File: src/rtl/postdiv_gate.sv
`timescale 1ns/1ps
module postdiv_gate (
  input  logic        clk,
  input  logic        rst_n,
  input  logic        wr_en,
  input  logic [31:0] wr_data,
  input  logic        clk_req,
  output logic [31:0] rd_data,
  output logic        clk_out
);
  localparam int DW = 5;

  logic [DW-1:0] div_q, cur_n, cnt;
  logic gate_force_q, ack_q, pend_q, run_q, ph_q, byp_l, en_l;

  wire last = (cnt == cur_n - 5'd1);
  wire [DW-1:0] eff_n = (div_q == '0) ? 5'd1 : div_q;
  wire want_run = gate_force_q | clk_req;
  wire unused_wr = ^{wr_data[31:9], wr_data[7:5]};

  logic [DW-1:0] cnt_nx, n_nx;
  always_comb begin
    cnt_nx = last ? '0 : cnt + 5'd1;
    n_nx   = (last && pend_q) ? eff_n : cur_n;
  end

  always_ff @(posedge clk or negedge rst_n) begin
    if (!rst_n) begin
      div_q        <= 5'd1;
      gate_force_q <= 1'b0;
      pend_q       <= 1'b0;
    end else if (wr_en) begin
      div_q        <= wr_data[DW-1:0];
      gate_force_q <= wr_data[8];
      pend_q       <= 1'b1;
    end else if (last) begin
      pend_q       <= 1'b0;
    end
  end

  always_ff @(posedge clk or negedge rst_n) begin
    if (!rst_n) begin
      cur_n <= 5'd1;
      cnt   <= '0;
      ack_q <= 1'b0;
      run_q <= 1'b0;
      ph_q  <= 1'b0;
    end else begin
      cnt   <= cnt_nx;
      cur_n <= n_nx;
      ph_q  <= cnt_nx < (n_nx >> 1);
      if (last) run_q <= want_run;
      if (last && pend_q) ack_q <= ~ack_q;
    end
  end

  always_ff @(negedge clk or negedge rst_n) begin
    if (!rst_n) begin
      byp_l <= 1'b1;
      en_l  <= 1'b0;
    end else begin
      byp_l <= (cur_n == 5'd1);
      en_l  <= run_q;
    end
  end

  assign clk_out = (byp_l & en_l & clk) | (ph_q & run_q);
  assign rd_data = {22'd0, run_q, gate_force_q, 2'd0, ack_q, div_q};
endmodule


File: config.mk
export PLATFORM = sky130hd
export DESIGN_NAME = postdiv_gate
export DESIGN_NICKNAME = d
export VERILOG_FILES = /design/src/rtl/postdiv_gate.sv
export SDC_FILE = /design/constraint.sdc
export NUM_CORES = 1
export LEC_CHECK = 0
export ABC_AREA = 0
export CORE_ASPECT_RATIO = 0.75
export CORE_MARGIN = 2
export CORE_UTILIZATION = 60
export DETAILED_ROUTE_END_ITERATION = 8
export DONT_BUFFER_PORTS = 1
export HOLD_SLACK_MARGIN = 0.12
export PLACE_DENSITY = 0.76
export SKIP_LAST_GASP = 1
export SLEW_MARGIN = 20
export SYNTH_ARGS = -nofsm -noshare
export SYNTH_HDL_FRONTEND = slang
export SYNTH_SLANG_ARGS = --single-unit
export TNS_END_PERCENT = 10
File: constraint.sdc
create_clock -name clk -period 3.8 [get_ports clk]
set_input_delay 0.76 -clock clk [delete_from_list [all_inputs] [get_ports clk]]
set_output_delay 0.76 -clock clk [all_outputs]
set_load 0.01 [all_outputs]
Word-level counts from Yosys, hierarchy flattened --
Cells that the tools add are included.
Operators by class: multiplexer cells 5, magnitude comparators 1, reductions and logical operators 3, equal/unequal tests 2, add/sub/neg operators 2, bitwise operators 6
Operators by type and width (count):
- $mux W5 | 3
- $add A5 B1 Y5 const B | 1
- $eq A5 B1 Y1 const B | 1
- $eq A5 B5 Y1 | 1
- $logic_not A5 Y1 | 1
- $lt A5 B4 Y1 | 1
- $sub A5 B1 Y5 const B | 1
- $and A1 B1 Y1 | 3
- $mux W1 | 2
- $or A1 B1 Y1 | 2
- $reduce_bool A2 Y1 | 1
- $logic_and A1 B1 Y1 | 1
- $not A1 Y1 | 1
Word-level totals: flip-flop bits (word level) 22, output and inout port bits 33, word-level logic and storage cells 30

Logic depth before layout (Yosys ltp) --
Gate-level depths: netlist (run 1).
depth after elaboration 5, gate-level depth with buffers 12, gate-level depth less buffers 11

==> results.toml, run 1 <==
[critical_path]
r2r_worst_path_depth = 11
cp-start-kind = "flip-flop"
reg2reg_slack_ns = 0.70
cp_slowest_stage_delay_ns = 0.51
worst_r2r_endpoint = "ph_q$_DFF_PN0_"
crit_type = "reg -> out"
timing.critical_path.fanout_max = 1
cp-end-kind = "output pin"
timing.critical_path.slowest_stage_cell = "dfstp_2"
critical-path-top-delay-family = "flip-flops"
crit_path_cell_trace = "a32o_2"
worstPathArrival_ns = 3.07
critical_path_required_ns = 3.04
r2r_start = "cur_n[0]$_DFFE_PN1N_"
timing.critical_path.buf_inv = 0
crit_cells = 1

[die]
start_util_pct = 65.3
floorplan.core_area_um2 = 2050
io-pin-count = 69
rows = 14
die_width_um = 58.5
die_area_um2 = 2630
die_height_um = 44.9

[timing]
timing.clock.skew_ns = 0.0659
hold_viol_final = 0
timing.final.max_slew_violations = 0
setup_slack_ns = -0.0336
max_slew_margin_pct = 48.3
setup_violations = 1
grt_setup_unrepaired = "yes"
tightest_slew_ns = 0.774

[run]
max_cap_viol_count = 0

[cells_and_area]
final_common_cell = "conb_1"
layout_common_cells = "24 x conb_1, 18 x dfrtp_1"
synthToLayoutAreaGrowth_pct = -2.52
final_net_count = 165
post_route_cells_drive_above_1_share_pct = 19.7
antenna_cells = 0

[global_routing]
antenna_found_initial = 0
grt.total_usage_pct = 18.7
grt_start_max_net_pins = 19
grt_overflow_total = 0
grt_pass1_vias = 776
grt_first_pass_wirelength_mm = 3.39

[route]
avgRoutedWirePerCell_um = 14.6
drt-pass1-iter-count = 4
drt.antenna.violating_nets = 0
route.final.wire_length_mm = 2.13
via_count = 791
drc_violation_count_after_routing = 0
detailedRoute.firstIterationViolations = 29
vias_per_cell = 5.42

[pwr]
vdd_ir_drop_max_mv = 0.548
power_frac_clock_pct = 13.9
leakagePower_nw = 0.653
switching_share_pct = 41.4
proportion_of_power_drawn_by_flip_flops_and_latches_pct = 37.2
cell_internal_pwr_w = 0.000701
power_frac_comb_pct = 48.9
power-per-cell-area_nw_per_um2 = 917
total_power_w = 0.00120
net_switching_w = 0.000495

[cts]
insertion_delay_ns = 0.48
post-cts-setup-buffers = 0
worst_setup_hold_path_clk_slew_ns = 0.12
tritoncts = "built"

[synthesis]
ys_types = 34
synth_sequential_area_ratio_pct = 41.4
syn_inst = 119
synthesis.yosys.warnings = 0
mappedNetlistArea_um2 = 1340
syn_avg_cell_area_um2 = 11.3
ys_ff_latch = 22

[outcome]
outcome = "finished, violations left"
failed_checks = "setup timing"

[placement]
finalWeightedCongestion = 0.790
place_ws_ns = 0.432
buffer_ports.inserted = 0
post-dp-hpwl_mm = 1.57

[min_path]
worst_hold_path_type = "in -> async"
per-stage QoR:
step | instance area (µm²) | cells | TNS (ns) | util, % | hold slack, ns
6_report | 1310 | 146 | -0.0336 | 63.7 | 0.167
5_1_grt | 1310 | 146 | -0.0803 | 63.7 | 0.126
4_1_cts | 1310 | 146 | -0.0497 | 63.7 | 0.154
3_5_place_dp | 1240 | 138 | 0 | 60.7 | 0.465
3_3_place_gp | 1240 | 138 | 0 | 60.7 | 0.465
2_1_floorplan | 1430 | 142 | 0 | - | 0.448
sequential cells by signal, summed over array words and instances (netlist names):
signal        cells
ack_q             1
byp_l             1
cnt               5
cur_n             5
div_q             5
en_l              1
gate_force_q      1
pend_q            1
ph_q              1
run_q             1
worst reg2reg max path, delay by kind of cell, from the launching register on:
kind / cells / cell delay, ns
flops: 1 / 0.59
fa+ha+maj: 2 / 0.67
simple gates: 1 / 0.09
buf+inv: 1 / 0.07
compound gates: 4 / 1.08
xor+xnor: 1 / 0.17
mux: 2 / 0.36
synthesized netlist by cell type:
library cell,n,area [µm²]
buf_4,27,203
dfrtp_1,18,450
ha_1,6,75.1
mux2_2,6,67.6
mux2i_1,6,60.1
inv_1,5,18.8
nor2_1,5,18.8
xnor2_1,5,43.8
mux2_4,4,60.1
xor2_1,4,35.0
dfstp_2,3,78.8
nand3_1,3,15.0
nor2b_1,3,18.8
nand2_1,2,7.51
nand4_1,2,12.5
nor3_1,2,10.0
a2111o_1,1,11.3
a211oi_2,1,12.5
a21o_1,1,7.51
a21oi_1,1,5.00
a22oi_1,1,7.51
a32o_1,1,10.0
and3b_2,1,10.0
and4bb_2,1,12.5
buf_6,1,11.3
clkbuf_1,1,3.75
conb_1,1,3.75
dfrtn_1,1,25.0
nor4_1,1,6.26
nor4b_1,1,8.76
o211ai_1,1,7.51
o21ai_0,1,5.00
o21bai_1,1,7.51
o31a_1,1,8.76
repair_timing:
item                                    4_1_cts  5_1_grt
endpoints found under the hold margin        18        0
pin swaps                                     1        0
gates resized for setup                       1        0
hold buffers                                  1        0
endpoints found under the setup margin        1        1
power by group through the flow:
stage | sequential (W) | combinational [W] | clock, W
floorplan | 0.000410 | 0.000524 | 0.0000136
global placement | 0.000444 | 0.000546 | 0.0000136
detailed placement | 0.000448 | 0.000572 | 0.0000136
CTS | 0.000445 | 0.000582 | 0.000173
global route | 0.000458 | 0.000645 | 0.000186
finish | 0.000445 | 0.000586 | 0.000166
logic make-up after synthesis:
group | after synthesis | synth area share, %
DFF | 22 | 41.4
buffers and inverters | 34 | 17.7
AOI/OAI and AO/OA | 10 | 6.17
muxes | 16 | 14.0
and+or+nand+nor | 21 | 8.97
adders and majority gates | 6 | 5.61
xor gates and xnor gates | 9 | 5.89
other | 1 | 0.280
worst max-delay path by stage:
stage | startpoint | to | slack [ns]
final | byp_l$_DFF_NN1_ | clk_out | -0.03
after global routing | byp_l$_DFF_NN1_ | clk_out | -0.08
after CTS | byp_l$_DFF_NN1_ | clk_out | -0.05
after detailed placement | byp_l$_DFF_NN1_ | clk_out | 0.43
after global placement | byp_l$_DFF_NN1_ | clk_out | 0.44
after floorplan | byp_l$_DFF_NN1_ | clk_out | 0.45
metal layers:
metal	wire length (µm)	GRT usage, %	vias up
met5	0	0	-
met4	6	7.44	0
met3	241	10.9	2
met2	898	27.0	46
met1	979	23.1	377
li1	-	-	366
cell type report:
cell class | count | area [µm²]
sequential | 22 | 554
inverter | 4 | 15.0
multi-input combinational | 86 | 636
timing repair buffer | 2 | 17.5
tap | 24 | 30.0
clock inverter | 2 | 7.51
clock buffer | 6 | 45.0
fill | 164 | 744
(Power assumes the default switching activity.)
==> run 2: changes to the inputs <==
- CTS_BUF_LIST: not set -> sky130_fd_sc_hd__clkbuf_16
==> results.toml, run 2 (synthesis results as in run 1) <==
[outcome]
outcome = "finished, violations left"
failed_checks = "setup timing"

[pwr]
switching_share_pct = 36.7
power-per-cell-area_nw_per_um2 = 1010
proportion_of_power_drawn_by_flip_flops_and_latches_pct = 31.4
net_switching_w = 0.000523
total_power_w = 0.00143
vdd_ir_drop_max_mv = 0.681
power_frac_clock_pct = 27.4
cell_internal_pwr_w = 0.000903
power_frac_comb_pct = 41.2
leakagePower_nw = 0.699

[critical_path]
critical_path_required_ns = 3.04
crit_path_cell_trace = "a32o_2"
timing.critical_path.fanout_max = 1
critical-path-top-delay-family = "flip-flops"
timing.critical_path.buf_inv = 0
cp-end-kind = "output pin"
crit_type = "reg -> out"
worstPathArrival_ns = 3.07
cp-start-kind = "flip-flop"
cp_slowest_stage_delay_ns = 0.52
timing.critical_path.slowest_stage_cell = "dfstp_2"

[cells_and_area]
post_route_cells_drive_above_1_share_pct = 19.7
antenna_cells = 0
layout_common_cells = "24 x conb_1, 18 x dfrtp_1"
reg_top3 = "cnt x5, cur_n x5, div_q x5"
design_area_um2 = 1410
final_net_count = 165
final_common_cell = "conb_1"
synthToLayoutAreaGrowth_pct = 5.33

[global_routing]
grt_start_max_net_pins = 19
grt_first_pass_wirelength_mm = 3.51
grt_pass1_vias = 770
grt.total_usage_pct = 19.8
grt_overflow_total = 0
antenna_found_initial = 0

[timing]
grt_setup_unrepaired = "yes"
timing.final.max_slew_violations = 0
hold-worst-slack_ns = 0.234
hold_viol_final = 0
max_slew_margin_pct = 47.7
setup_violations = 1
tightest_slew_ns = 0.781
setup_slack_ns = -0.0280
timing.clock.skew_ns = 0.0961

[die]
die_area_um2 = 2630
start_util_pct = 65.3
rows = 14
die_width_um = 58.5
io-pin-count = 69
floorplan.core_area_um2 = 2050
die_height_um = 44.9

[route]
vias_per_cell = 5.45
via_count = 795
detailedRoute.firstIterationViolations = 35
drt-pass1-iter-count = 4
route.final.wire_length_mm = 2.25
drc_violation_count_after_routing = 0
drt.antenna.violating_nets = 0
avgRoutedWirePerCell_um = 15.4

[cts]
tritoncts = "built"
insertion_delay_ns = 0.46
post-cts-setup-buffers = 0
worst_setup_hold_path_clk_slew_ns = 0.06

[placement]
buffer_ports.inserted = 0
post-dp-hpwl_mm = 1.57
place_ws_ns = 0.432
postPlaceCellArea_um2 = 1240
finalWeightedCongestion = 0.790

[min_path]
worst_hold_path_type = "in -> async"

[run]
max_cap_viol_count = 0
run 2: path summary, 6_finish.rpt:
kind / start / end / slack [ns] / depth (start not counted)
max reg2reg: cur_n[0]$_DFFE_PN1N_ / ph_q$_DFF_PN0_ / 0.68 / 11
min reg2reg: cnt[0]$_DFF_PN0_ / cnt[0]$_DFF_PN0_ / 0.53 / 1
min in group clk: cnt[0]$_DFF_PN0_ / cnt[0]$_DFF_PN0_ / 0.53 / 1
min: rst_n / cur_n[0]$_DFFE_PN1N_ / 0.23 / 0
max in group asynchronous: rst_n / byp_l$_DFF_NN1_ / 1.73 / 0
max: byp_l$_DFF_NN1_ / clk_out / -0.03 / 1
run 2: power groups by stage:
stage                     logic, W  clock network [W]  registers (W)
after floorplan           0.000524          0.0000136       0.000410
after global placement    0.000546          0.0000136       0.000444
after detailed placement  0.000572          0.0000136       0.000448
after CTS                 0.000590           0.000396       0.000445
after global routing      0.000649           0.000411       0.000460
final                     0.000588           0.000391       0.000447
run 2: repair_timing:
item | 4_1_cts | 5_1_grt
pin swaps | 1 | 0
setup endpoints to repair | 1 | 1
hold buffers | 1 | 0
cloned | 0 | 0
resized for setup | 1 | 0
hold endpoints to repair | 18 | 0
run 2: layout make-up:
type	instances	area, µm²
Fill cell	145	639
Multi-Input combinational cell	86	636
Sequential cell	22	554
Clock buffer	6	150
Tap cell	24	30.0
Timing Repair Buffer	2	17.5
Inverter	4	15.0
Clock inverter	2	7.51
run 2: through the flow:
stage	util [%]	cells	TNS [ns]
finish	68.8	146	-0.0280
CTS	68.8	146	-0.0202
global placement	60.7	138	0
global route	68.8	146	-0.0523
detailed placement	60.7	138	0
floorplan	-	142	0
run 2: routing by layer:
layer	up-vias	routed length, µm	GRT usage (%)
met5	-	0	0
met4	0	21	8.84
met3	3	222	12.6
met2	44	938	27.4
met1	384	1070	24.2
li1	364	-	-
